**src/rtl/ibb_pkg.sv**
```systemverilog
package ibb_pkg;
  localparam int unsigned WORD_W = 16;
  localparam int unsigned BYTE_W = 8;

  typedef enum logic [1:0] {
    SEQ_IDLE  = 2'd0,
    SEQ_FETCH = 2'd1,
    SEQ_MERGE = 2'd2,
    SEQ_STORE = 2'd3
  } seq_state_e;

  // Start of a page of 2**offs_w bytes sitting at the top of a 2**space_w space.
  function automatic logic [63:0] page_base(input int unsigned space_w, input int unsigned offs_w);
    return (64'd1 << space_w) - (64'd1 << offs_w);
  endfunction

  // Little-endian byte extraction from a word.
  function automatic logic [BYTE_W-1:0] pick_byte(input logic [WORD_W-1:0] w, input logic odd);
    return odd ? w[WORD_W-1:BYTE_W] : w[BYTE_W-1:0];
  endfunction

  // Replace one byte lane of a word.
  function automatic logic [WORD_W-1:0] merge_byte(input logic [WORD_W-1:0] w,
                                                   input logic [BYTE_W-1:0] b,
                                                   input logic odd);
    logic [WORD_W-1:0] r;
    r = w;
    if (odd) r[WORD_W-1:BYTE_W] = b;
    else     r[BYTE_W-1:0]      = b;
    return r;
  endfunction
endpackage

```
**src/rtl/ibb_page_decode.sv**
```systemverilog
module ibb_page_decode #(
  parameter int unsigned PA_W      = 22,
  parameter int unsigned IO_OFFS_W = 13,
  parameter int unsigned NARROW_W  = 16,
  parameter int unsigned MID_W     = 18
) (
  input  logic [PA_W-1:0]      addr,
  input  logic                 reloc_en,
  input  logic                 wide_en,
  output logic                 hit_io,
  output logic [IO_OFFS_W-1:0] io_offs
);
  localparam logic [PA_W-1:0] BASE_NARROW = PA_W'(ibb_pkg::page_base(NARROW_W, IO_OFFS_W));
  localparam logic [PA_W-1:0] BASE_MID    = PA_W'(ibb_pkg::page_base(MID_W, IO_OFFS_W));
  localparam logic [PA_W-1:0] BASE_WIDE   = PA_W'(ibb_pkg::page_base(PA_W, IO_OFFS_W));

  logic [PA_W-1:0] base;

  always_comb begin
    if (!reloc_en)     base = BASE_NARROW;
    else if (!wide_en) base = BASE_MID;
    else               base = BASE_WIDE;
    hit_io  = (addr >= base);
    io_offs = addr[IO_OFFS_W-1:0];
  end
endmodule

```
**src/rtl/ibb_lane.sv**
```systemverilog
module ibb_lane
  import ibb_pkg::*;
(
  input  logic [WORD_W-1:0] fetched,
  input  logic              odd,
  input  logic [BYTE_W-1:0] fresh,
  output logic [WORD_W-1:0] picked,
  output logic [WORD_W-1:0] merged,
  output logic [WORD_W-1:0] spread
);
  localparam int unsigned LANES = WORD_W / BYTE_W;

  always_comb begin
    picked = WORD_W'(pick_byte(fetched, odd));
    merged = merge_byte(fetched, fresh, odd);
  end

  for (genvar g = 0; g < LANES; g++) begin : g_spread
    assign spread[g*BYTE_W +: BYTE_W] = fresh;
  end
endmodule

```
**src/rtl/ibb_seq.sv**
```systemverilog
module ibb_seq
  import ibb_pkg::*;
(
  input  logic clk,
  input  logic rst_n,
  input  logic accept,
  input  logic acc_err,
  input  logic acc_write,
  input  logic acc_rmw,
  input  logic tgt_ready,
  output logic in_idle,
  output logic in_fetch,
  output logic in_merge,
  output logic in_store,
  output logic rmw_q,
  output logic finish
);
  seq_state_e st, st_nx;
  logic       rmw_nx;

  always_comb begin
    st_nx  = st;
    rmw_nx = rmw_q;
    finish = 1'b0;
    unique case (st)
      SEQ_IDLE: begin
        if (accept) begin
          rmw_nx = acc_rmw;
          if (acc_err)                    finish = 1'b1;
          else if (acc_write && !acc_rmw) st_nx  = SEQ_STORE;
          else                            st_nx  = SEQ_FETCH;
        end
      end
      SEQ_FETCH: begin
        if (tgt_ready) begin
          if (rmw_q) st_nx = SEQ_MERGE;
          else begin
            st_nx  = SEQ_IDLE;
            finish = 1'b1;
          end
        end
      end
      SEQ_MERGE: st_nx = SEQ_STORE;
      SEQ_STORE: begin
        if (tgt_ready) begin
          st_nx  = SEQ_IDLE;
          finish = 1'b1;
        end
      end
      default: st_nx = SEQ_IDLE;
    endcase
  end

  always_ff @(posedge clk) begin
    if (!rst_n) begin
      st    <= SEQ_IDLE;
      rmw_q <= 1'b0;
    end else begin
      st    <= st_nx;
      rmw_q <= rmw_nx;
    end
  end

  assign in_idle  = (st == SEQ_IDLE);
  assign in_fetch = (st == SEQ_FETCH);
  assign in_merge = (st == SEQ_MERGE);
  assign in_store = (st == SEQ_STORE);
endmodule

```
**src/rtl/iopage_byte_bridge.sv**
```systemverilog
module iopage_byte_bridge
  import ibb_pkg::*;
#(
  parameter int unsigned PA_W      = 22,
  parameter int unsigned IO_OFFS_W = 13
) (
  input  logic                 clk,
  input  logic                 rst_n,
  input  logic                 reloc_en,
  input  logic                 wide_en,
  input  logic                 req_valid,
  output logic                 req_ready,
  input  logic [PA_W-1:0]      req_addr,
  input  logic                 req_byte,
  input  logic                 req_write,
  input  logic [WORD_W-1:0]    req_wdata,
  output logic                 rsp_done,
  output logic                 rsp_addr_err,
  output logic [WORD_W-1:0]    rsp_rdata,
  output logic                 mem_valid,
  input  logic                 mem_ready,
  output logic                 mem_write,
  output logic [PA_W-1:0]      mem_addr,
  output logic [WORD_W-1:0]    mem_wdata,
  input  logic [WORD_W-1:0]    mem_rdata,
  output logic                 io_valid,
  input  logic                 io_ready,
  output logic                 io_write,
  output logic                 io_byte,
  output logic [IO_OFFS_W-1:0] io_addr,
  output logic [WORD_W-1:0]    io_wdata,
  input  logic [WORD_W-1:0]    io_rdata
);
  // Decode of the live request
  logic                 hit_io;
  logic [IO_OFFS_W-1:0] io_offs;
  logic                 accept;
  logic                 odd_word;
  logic                 acc_rmw;

  // Latched request
  logic [PA_W-1:0]      q_addr;
  logic                 q_byte;
  logic                 q_io;
  logic [IO_OFFS_W-1:0] q_offs;
  logic [BYTE_W-1:0]    q_bdata;
  logic [WORD_W-1:0]    wbuf;

  // Sequencer events, named for the checker
  logic in_idle, in_fetch, in_merge, in_store, rmw_q, finish;
  logic tgt_ready;
  logic [WORD_W-1:0] tgt_rdata;
  logic rmw_fetch;
  logic fetch_done;

  // Lane results
  logic [WORD_W-1:0] lane_in, lane_pick, lane_merge, lane_spread;

  ibb_page_decode #(.PA_W(PA_W), .IO_OFFS_W(IO_OFFS_W)) u_decode (
    .addr     (req_addr),
    .reloc_en (reloc_en),
    .wide_en  (wide_en),
    .hit_io   (hit_io),
    .io_offs  (io_offs)
  );

  assign req_ready = in_idle && !rsp_done;
  assign accept    = req_valid && req_ready;
  assign odd_word  = !req_byte && req_addr[0];
  assign acc_rmw   = req_byte && req_write && !hit_io;

  ibb_seq u_seq (
    .clk       (clk),
    .rst_n     (rst_n),
    .accept    (accept),
    .acc_err   (odd_word),
    .acc_write (req_write),
    .acc_rmw   (acc_rmw),
    .tgt_ready (tgt_ready),
    .in_idle   (in_idle),
    .in_fetch  (in_fetch),
    .in_merge  (in_merge),
    .in_store  (in_store),
    .rmw_q     (rmw_q),
    .finish    (finish)
  );

  assign tgt_ready  = q_io ? io_ready : mem_ready;
  assign tgt_rdata  = q_io ? io_rdata : mem_rdata;
  assign rmw_fetch  = in_fetch && rmw_q;
  assign fetch_done = in_fetch && tgt_ready;

  assign lane_in = in_merge ? wbuf : tgt_rdata;

  ibb_lane u_lane (
    .fetched (lane_in),
    .odd     (q_addr[0]),
    .fresh   (q_bdata),
    .picked  (lane_pick),
    .merged  (lane_merge),
    .spread  (lane_spread)
  );

  always_ff @(posedge clk) begin
    if (!rst_n) begin
      q_addr       <= '0;
      q_byte       <= 1'b0;
      q_io         <= 1'b0;
      q_offs       <= '0;
      q_bdata      <= '0;
      wbuf         <= '0;
      rsp_done     <= 1'b0;
      rsp_addr_err <= 1'b0;
      rsp_rdata    <= '0;
    end else begin
      rsp_done     <= finish;
      rsp_addr_err <= accept && odd_word;
      if (accept) begin
        q_addr  <= req_addr;
        q_byte  <= req_byte;
        q_io    <= hit_io;
        q_offs  <= io_offs;
        q_bdata <= req_wdata[BYTE_W-1:0];
        wbuf    <= req_wdata;
      end
      if (fetch_done) begin
        rsp_rdata <= q_byte ? lane_pick : tgt_rdata;
        if (rmw_q) wbuf <= tgt_rdata;
      end else if (finish) begin
        rsp_rdata <= '0;
      end
      if (in_merge) wbuf <= lane_merge;
    end
  end

  // Memory side: whole words only, always at the even address
  assign mem_valid = (in_fetch || in_store) && !q_io;
  assign mem_write = in_store;
  assign mem_addr  = {q_addr[PA_W-1:1], 1'b0};
  assign mem_wdata = wbuf;

  // Peripheral side: word reads, native byte writes
  assign io_valid = (in_fetch || in_store) && q_io;
  assign io_write = in_store;
  assign io_byte  = in_store && q_byte && q_io;
  assign io_addr  = io_byte ? q_offs : {q_offs[IO_OFFS_W-1:1], 1'b0};
  assign io_wdata = io_byte ? lane_spread : wbuf;
endmodule

```
**config.mk**
```make
export PLATFORM = sky130hd
export DESIGN_NAME = iopage_byte_bridge
export DESIGN_NICKNAME = d
export VERILOG_FILES = /design/src/rtl/ibb_pkg.sv /design/src/rtl/ibb_page_decode.sv /design/src/rtl/ibb_lane.sv /design/src/rtl/ibb_seq.sv /design/src/rtl/iopage_byte_bridge.sv
export SDC_FILE = /design/constraint.sdc
export NUM_CORES = 1
export LEC_CHECK = 0
export BUFFER_PORTS_ARGS = -buffer_cell sky130_fd_sc_hd__clkbuf_2
export CORE_MARGIN = 1
export CORE_UTILIZATION = 50
export CTS_BUF_LIST = sky130_fd_sc_hd__clkbuf_2
export DETAILED_ROUTE_END_ITERATION = 10
export PLACE_DENSITY_LB_ADDON = 0.05
export SLEW_MARGIN = 20
export SYNTH_ARGS = -nofsm -noshare
export SYNTH_HDL_FRONTEND = slang
export SYNTH_SLANG_ARGS = --single-unit
```
**constraint.sdc**
```tcl
create_clock -name clk -period 3 [get_ports clk]
set_input_delay 0 -clock clk [delete_from_list [all_inputs] [get_ports clk]]
set_output_delay 0 -clock clk [all_outputs]
set_load 0.03 [all_outputs]
```
-- After elaboration in Yosys (flattened, before gate mapping)
Index checks and enable logic that the tools add are counted.
- output and inout bits: 91
- input bits: 79
- flip-flop bits (word level): 82
- word-level logic and storage cells: 71
- magnitude comparators: 1
- reductions and logical operators: 22
- multiplexer cells: 30
- equal/unequal tests: 7
- operators by type and width (operator ; number):
    16-bit two-way mux ; 10
    22-bit two-way mux ; 2
    8-bit two-way mux ; 3
    22-bit greater-or-equal comparator ; 1
    1-bit logical AND ; 12
    2-bit two-way mux ; 6
    2-bit one-hot mux with 4 select lines ; 1
    1-bit two-way mux ; 7
    1-bit zero test ; 5
    2-bit equality test (second input constant) ; 2
    2-bit by 1-bit != test with 1-bit output (second input constant) ; 2
    2-bit != test (second input constant) ; 2
    4-bit AND reduction ; 1
    1-bit one-hot mux with 3 select lines ; 1
    2-bit by 1-bit equality test with 1-bit output (second input constant) ; 1
    2-bit zero test ; 1
    2-bit AND reduction ; 1
    2-bit nonzero test ; 1
    1-bit logical OR ; 1

-- Depth between registers and ports, before layout
Gate-level depths: netlist of the first run.
- word-level depth: 11
- gate-level depth with buffers: 7
- mapped depth without buffers: 6

-- By module
A second synthesis of the first run with hierarchy kept.
- cell total of the unflattened synthesis: 550
- area total of the unflattened synthesis: 5062.4 µm²
- modules (own cells, without submodules) (module ; times used ; area an instance (µm²) ; cells each ; sequential area each (µm²)):
    iopage_byte_bridge ; 1 ; 4073.9 ; 449 ; 1581.5
    ibb_lane ; 1 ; 580.6 ; 52 ; 0.0
    ibb_page_decode ; 1 ; 226.5 ; 28 ; 0.0
    ibb_seq ; 1 ; 181.4 ; 21 ; 60.1

-- Least setup slack after synthesis of the first run
No wires, ideal clock.
- kind: register to output
- start point: register q_io
- end point: output port io_addr[0]
- arrival: 2.004 ns
- data required time: 3.000 ns
- cell stages (with the launch flop): 7
- path buffers: 2
- path slack: 0.996 ns
- cells stage by stage: dfxtp_1 -> buf_2 -> buf_2 -> and2_1 -> nand3_1 -> clkinv_1 -> and2_1
- longest elaborated chain between the ends: 2
- RTL lines (element ; line ; text):
    start, declared ; iopage_byte_bridge.sv:44 ; logic q_io;
    start signal, assigned ; iopage_byte_bridge.sv:121 ; q_io <= hit_io;
    1-bit logical AND ; iopage_byte_bridge.sv:145 ; assign io_byte = in_store && q_byte && q_io;
    via io_byte ; iopage_byte_bridge.sv:29 ; output logic io_byte,
    1-bit two-way mux ; iopage_byte_bridge.sv:146 ; assign io_addr = io_byte ? q_offs : {q_offs[IO_OFFS_W-1:1], 1'b0};
    end, declared ; iopage_byte_bridge.sv:30 ; output logic [IO_OFFS_W-1:0] io_addr,
The timed path passes the listed nets, and every way through them passes these cells.

-- Worst setup path after layout of the first run
- start point: register u_seq.st[1]
- end point: register u_seq.st[1]
- longest elaborated chain between the ends: 5
- elaborated cells between the ends (all ways): 12
- those cells by class: eq/ne (7); mux (1); reduce/logical (4)
- RTL lines (element ; line ; text):
    start, declared ; ibb_seq.sv:18 ; seq_state_e st, st_nx;
    start signal, assigned ; ibb_seq.sv:59 ; st <= st_nx;
    2-bit zero test ; ibb_seq.sv:25, ibb_seq.sv:64 ;
    1-bit logical AND ; iopage_byte_bridge.sv:67 ; assign req_ready = in_idle && !rsp_done;
    1-bit logical AND ; iopage_byte_bridge.sv:68 ; assign accept = req_valid && req_ready;
    2-bit != test (no source line) ; -- ;
    4-bit AND reduction (no source line) ; -- ;
Parallel ways exist; a longest one is shown, timed or not.
A chain may end at the register's enable or synchronous reset.

==> results of run 1 <==
layout make-up:
type	count	area, um2
fill	582	1900
inverter	4	15.0
timing repair buffer	248	1620
tap	99	124
clock buffer	9	45.0
clock inverter	6	86.3
multi-input combinational	322	2200
sequential	69	1380
state kept, by name, summed over array words and instances (netlist names):
register      cells
mem_wdata        16
q_addr           22
q_bdata           8
q_byte            1
q_io              1
rsp_addr_err      1
rsp_done          1
rsp_rdata        16
u_seq.rmw_q       1
u_seq.st          2
stage by stage:
step / hold slack, ps / worst slack, ps
final: 38.2 / 427
after detailed placement: 228 / 817
after global placement: 224 / 891
after CTS: 14.2 / 569
after floorplan: 136 / 996
after global routing: 20.5 / 338
synth_stat cells (all sizes together):
master and count:
nand2 108, dfxtp 69, a21oi 52, mux2 42
buf 28, clkbuf 19, a22oi 17, mux2i 17
o21ai 13, nor2 10, nand2b 9, mux4 8
o2bb2ai 8, a221oi 7, ha 6, and2 3
inv 3, and3 2, nand3 2, nor2b 2
nor3 2, nor4b 2, a21boi 1, a32o 1
a32oi 1, a41oi 1, clkinv 1, conb 1
nand4 1, nor3b 1, o211ai 1, o31ai 1
o32ai 1, or3b 1, or4b 1
metal layers:
layer | vias to the layer above | global-route usage | wire length [um]
li1 | 1979 | - | -
met1 | 1912 | 0.356 | 4810
met4 | 0 | 0.140 | 318
met3 | 27 | 0.0321 | 557
met5 | - | 0 | 0
met2 | 156 | 0.531 | 6170
kinds of logic (layout without fill, tap and decap cells):
group / Yosys count / after routing
compound gates: 104 / 104
fa+ha+maj: 6 / 6
buf+inv: 51 / 267
flops: 69 / 69
mux: 67 / 67
other cells: 1 / 1
simple gates: 144 / 144
path summary, 6_finish.rpt:
| kind | to | slack [ps] | depth (start not counted) |
|---|---|---|---|
| setup / recovery | u_seq.st[1] | 430 | 5 |
| hold / removal | mem_wdata[10] | 40 | 4 |
| setup reg to reg | u_seq.st[1] | 430 | 5 |
| hold reg to reg | q_addr[17] | 470 | 2 |
where the power goes:
| group | switching [mW] | internal (mW) |
|---|---|---|
| Combinational | 0.681 | 0.466 |
| Sequential | 0.106 | 1.01 |
| Clock | 0.351 | 0.274 |
| Total | 1.14 | 1.75 |
worst max-delay path: stages, from the launching register on:
cell and delay [ps]:
dfxtp_1 620, nand2b_1 230, or3b_1 620, a21boi_1 260, o32ai_1 120, dlygate4sd3_1 630
==> results.toml, run 1 <==
[synth]
synthAdderAreaFrac = 0.0194
netlist_area_um2 = 3860
syn_nets = 527
synth_seq_area_share = 0.357
ys_top_cells_by_area = "dfxtp_1 (36%), nand2_1 (10%), mux2_2 (9.3%), a21oi_1 (6.7%), mux4_2 (4.7%)"
synth-compound-area-share = 0.171
synth-xor-area-share = 0
syn_avg_cell_area_um2 = 8.74
postSynthCellCount = 442
ys_types = 44
synth_mux_area_frac = 0.215
yosys.area_share.simple = 0.164
yosysWarnings = 0
synth_top_family_by_area = "multiplexers"
ys_ff_latch = 69
synth_top_cell_by_area = "dfxtp_1"
synth_top_area_frac = 0.357

[clocking]
post-cts-setup-buffers = 0
cts.sinks = 69
cts_buffers = 9
cts_tree = "done"
clk_latency_ps = 510
cts_max_path_buffers = 2
clk_pin_slew_ps = 210
cts_max_level = 3
post_cts_resize_count = 0
root_buffer = "clkbuf_2"
cts_hold_buf = 70

[critical_path]
critPathKind = "flip-flop to flip-flop"
crit_fanout = 13
rr_startpoint = "u_seq.st[1]"
crit_path_end_kind = "flip-flop"
required_ps = 3410
arrival_ps = 2990
start_kind = "flip-flop"
crit_start = "u_seq.st[1]"

[timing]
setup_tns_ps = 0
fin_worst_skew_ps = 27.6
worst_slew_pin_slew_ps = 1010
finalCritPeriodShare = 0.858
fmax_mhz = 389
rsz0062_at_grt = "false"
setup_violations = 0
finalHoldViolCount = 0
fin_crit_ps = 2570
slew_violations = 0
slew_headroom = 0.319

[floorplan]
die_y_um = 89.9
die_w_um = 89.9
coreArea_um2 = 7370
die_area_um2 = 8090
fp-row-count = 31
initial_core_util = 0.524
io_pins = 170

[power]
irDropWorstVdd_mv = 0.343
total_leakage_power_nw = 2.63
power_density_nw_per_um2 = 529
power_mw = 2.89

[final_layout]
fin_nets = 739
post-route-util = 0.743
layout_commonest_cell = "clkbuf_2"
final_cell_mix = "clkbuf_2 (177), nand2_1 (108), dlygate4sd3_1 (70), dfxtp_1 (69), a21oi_1 (52)"
fin_area_um2 = 5470
instances_no_fill = 757
diodes = 0
area_delta_synth_final_pct = 41.6
drive_above_1_share = 0.365

[routing]
wirelength_um = 11900
detail_route.vias_per_cell = 5.38
wl_per_cell_um = 15.7
drc = 0
final_antenna_net_count = 0
first_iter_violations = 158
vias = 4074
dr.pass1.iters = 4

[min_path]
hold_path.class = "primary input to flip-flop"
min-delay-start = "req_wdata[10]"

[outcome]
status = "complete, no violations"

[flow_run]
maxCapViolations = 0

[global_route]
gr-total-overflow = 0
grt_pass1_vias = 3941
antenna_found_initial = 0
grt_usage = 0.297
grt_max_degree = 57
grt_pass1_wl_um = 19200

[placed_design]
routabilityCongestion = 0.870
numPortBuffers = 168
dp_hpwl_um = 7650
place_area_um2 = 4640
dp_cells = 672
Note: power is estimated with default switching activity, not from simulation.
==> inputs of run 2 (changes only) <==
--- a/config.mk
+++ b/config.mk
@@ -9,9 +9,11 @@
 export CORE_MARGIN = 1
 export CORE_UTILIZATION = 50
 export CTS_BUF_LIST = sky130_fd_sc_hd__clkbuf_2
+export CTS_CLUSTER_DIAMETER = 30
 export DETAILED_ROUTE_END_ITERATION = 10
 export PLACE_DENSITY_LB_ADDON = 0.05
 export SLEW_MARGIN = 20
 export SYNTH_ARGS = -nofsm -noshare
 export SYNTH_HDL_FRONTEND = slang
+export SYNTH_HIERARCHICAL = 1
 export SYNTH_SLANG_ARGS = --single-unit
==> run 2 against run 1 <==
Clock-buffer cell count unchanged. Utilization decreased by 8.8 points. Worst setup slack got worse by 96 ps. Largest power group unchanged.
==> results.toml, run 2 <==
[outcome]
status = "complete, no violations"

[timing]
fmax_mhz = 375
finalCritPeriodShare = 0.889
slew_headroom = 0.386
setup_tns_ps = 0
fin_worst_skew_ps = 48.8
worst_hold_slack_ps = 27.7
fin_crit_ps = 2670
setup_violations = 0
finalHoldViolCount = 0
rsz0062_at_grt = "false"
slew_violations = 0
worst_slew_pin_slew_ps = 919

[synth]
ys_ff_latch = 82
synth_top_cell_by_area = "dfxtp_1"
synth-main-ff-cell = "dfxtp_1"
synth_edf_count = 0
synth_seq_area_share = 0.324
synth_commonest_cells = "nand2_1 (110), dfxtp_1 (82), buf_4 (73)"
netlist_area_um2 = 5060
synth.most_common_cell = "nand2_1"
yosysWarnings = 6
postSynthCellCount = 550
ys_top_cells_by_area = "dfxtp_1 (32%), mux2_2 (15%), buf_4 (11%), nand2_1 (8.2%), mux2_4 (6.2%)"
ys_async_sr_fraction = 0
ys_types = 37
syn_avg_cell_area_um2 = 9.20
synth_top_area_frac = 0.324

[final_layout]
fin_nets = 807
instances_no_fill = 860
area_delta_synth_final_pct = 26.3
regArea_um2 = 1640
final_cell_mix = "clkbuf_2 (177), nand2_1 (110), dlygate4sd3_1 (83), dfxtp_1 (82), mux2_2 (68)"
post-route-util = 0.654
drive_above_1_share = 0.414
diodes = 0
largest_register_ffs = 22
layout_commonest_cell = "clkbuf_2"
regMostFlops = "q_addr"
multi_input_area_um2 = 2680
n_fill_cell = 894

[routing]
wirelength_um = 13900
vias = 4452
first_iter_violations = 161
final_antenna_net_count = 0
wl_per_cell_um = 16.2
dr.pass1.iters = 6
detail_route.vias_per_cell = 5.18
drc = 0

[clocking]
clk_pin_slew_ps = 260
cts.sinks = 82
post-cts-setup-buffers = 0
cts_max_level = 3
cts_max_path_buffers = 2
cts_buffers = 9
cts_tree = "done"
root_buffer = "clkbuf_2"
clk_latency_ps = 560

[floorplan]
initial_core_util = 0.518
io_pins = 170
fp-row-count = 36
die_area_um2 = 10500
coreArea_um2 = 9770
die_y_um = 103
die_w_um = 103

[power]
irDropWorstVdd_mv = 0.341
switchingPower_mw = 1.68
p_comb_frac = 0.482
pwr-share-clk = 0.163
power_density_nw_per_um2 = 617
total_leakage_power_nw = 2.96
p_int_mw = 2.26
power_frac_seq = 0.355
power.share.switching = 0.426
power_mw = 3.94

[placed_design]
numPortBuffers = 168
dp_cells = 761
routabilityCongestion = 0.860
dp_hpwl_um = 9070

[critical_path]
critPathKind = "flip-flop to flip-flop"
start_kind = "flip-flop"
crit_path_end_kind = "flip-flop"
crit_fanout = 16
required_ps = 3500
arrival_ps = 3170

[global_route]
gr-total-overflow = 0
grt_pass1_vias = 4337
grt_pass1_wl_um = 21400
grt_usage = 0.264
grt_max_degree = 61
antenna_found_initial = 0

[flow_run]
maxCapViolations = 0

[min_path]
hold_path.class = "primary input to flip-flop"
## run 2: cell count changes in the layout (fill, tap and decap cells not counted), sizes merged, moves of 8 or more
cell         previous run  this run
nand3                   2        18
o221ai                  0        17
nand2b                  9         0
o21ai                  13         1
dlygate4sd3            70        83
mux4                    8         0
a22oi                  17         0
o2bb2ai                 8         0
mux2                   42        89
dfxtp                  69        82
a22o                    0        16
conb                    1         9
## run 2: cell families after synthesis
kind of cell | Yosys count | share of synthesized area
DFF | 82 | 0.324
muxes | 106 | 0.247
buffers and inverters | 115 | 0.153
AOI/OAI and AO/OA | 87 | 0.129
and+or+nand+nor | 152 | 0.131
adders and majority gates | 6 | 0.0148
other | 2 | 0.00148
## run 2: cell type report
| type | count | area share |
|---|---|---|
| tap | 133 | 0.0260 |
| clock inverter | 7 | 0.0129 |
| clock buffer | 9 | 0.00704 |
| timing repair buffer | 263 | 0.275 |
| inverter | 6 | 0.00352 |
| multi-input combinational | 360 | 0.418 |
| sequential | 82 | 0.257 |
## run 2: worst paths after layout
| check | slack [ps] | endpoint | from | cells after the start |
|---|---|---|---|---|
| max reg2reg | 330 | mem_wdata[9] | u_seq/st[0] | 4 |
| max | 330 | mem_wdata[9] | u_seq/st[0] | 4 |
| min reg2reg | 470 | q_offs[0] | q_offs[0] | 2 |
| min | 30 | u_seq/st[1] | io_ready | 4 |
## run 2: power by group through the flow
stage / sequential, mW / clock [mW] / combinational [mW]
after floorplan: 1.52 / 0 / 1.34
after global placement: 1.42 / 0 / 1.72
after detailed placement: 1.42 / 0 / 1.75
after CTS: 1.40 / 0.658 / 1.89
after global routing: 1.42 / 0.713 / 2.04
final: 1.40 / 0.644 / 1.90
## run 2: per-layer routing
metal,global-route usage,share of wire,up-vias
li1,-,-,2178
met1,0.313,0.42,2123
met2,0.485,0.52,133
met3,0.0420,0.043,18
met4,0.0813,0.016,0
met5,0,0,-
## run 2: worst max-delay path, cell delays in order, from the launching register on
cell and delay, ps:
dfxtp_1 540, nor2b_1 400, nand3_1 740, o221ai_2 380, dlygate4sd3_1 590
## run 2: per-stage QoR
| stage | instance area, um2 | setup WS, ps |
|---|---|---|
| detailed placement | 5440 | 751 |
| global placement | 5440 | 829 |
| global route | 6400 | 134 |
| finish | 6400 | 332 |
| CTS | 6390 | 185 |
| floorplan | 5090 | 672 |
## run 2: repair_timing
action                     CTS  global route
resized for setup            0             1
setup endpoints to repair    0             2
hold endpoints to repair    79             0
hold buffers                83             0
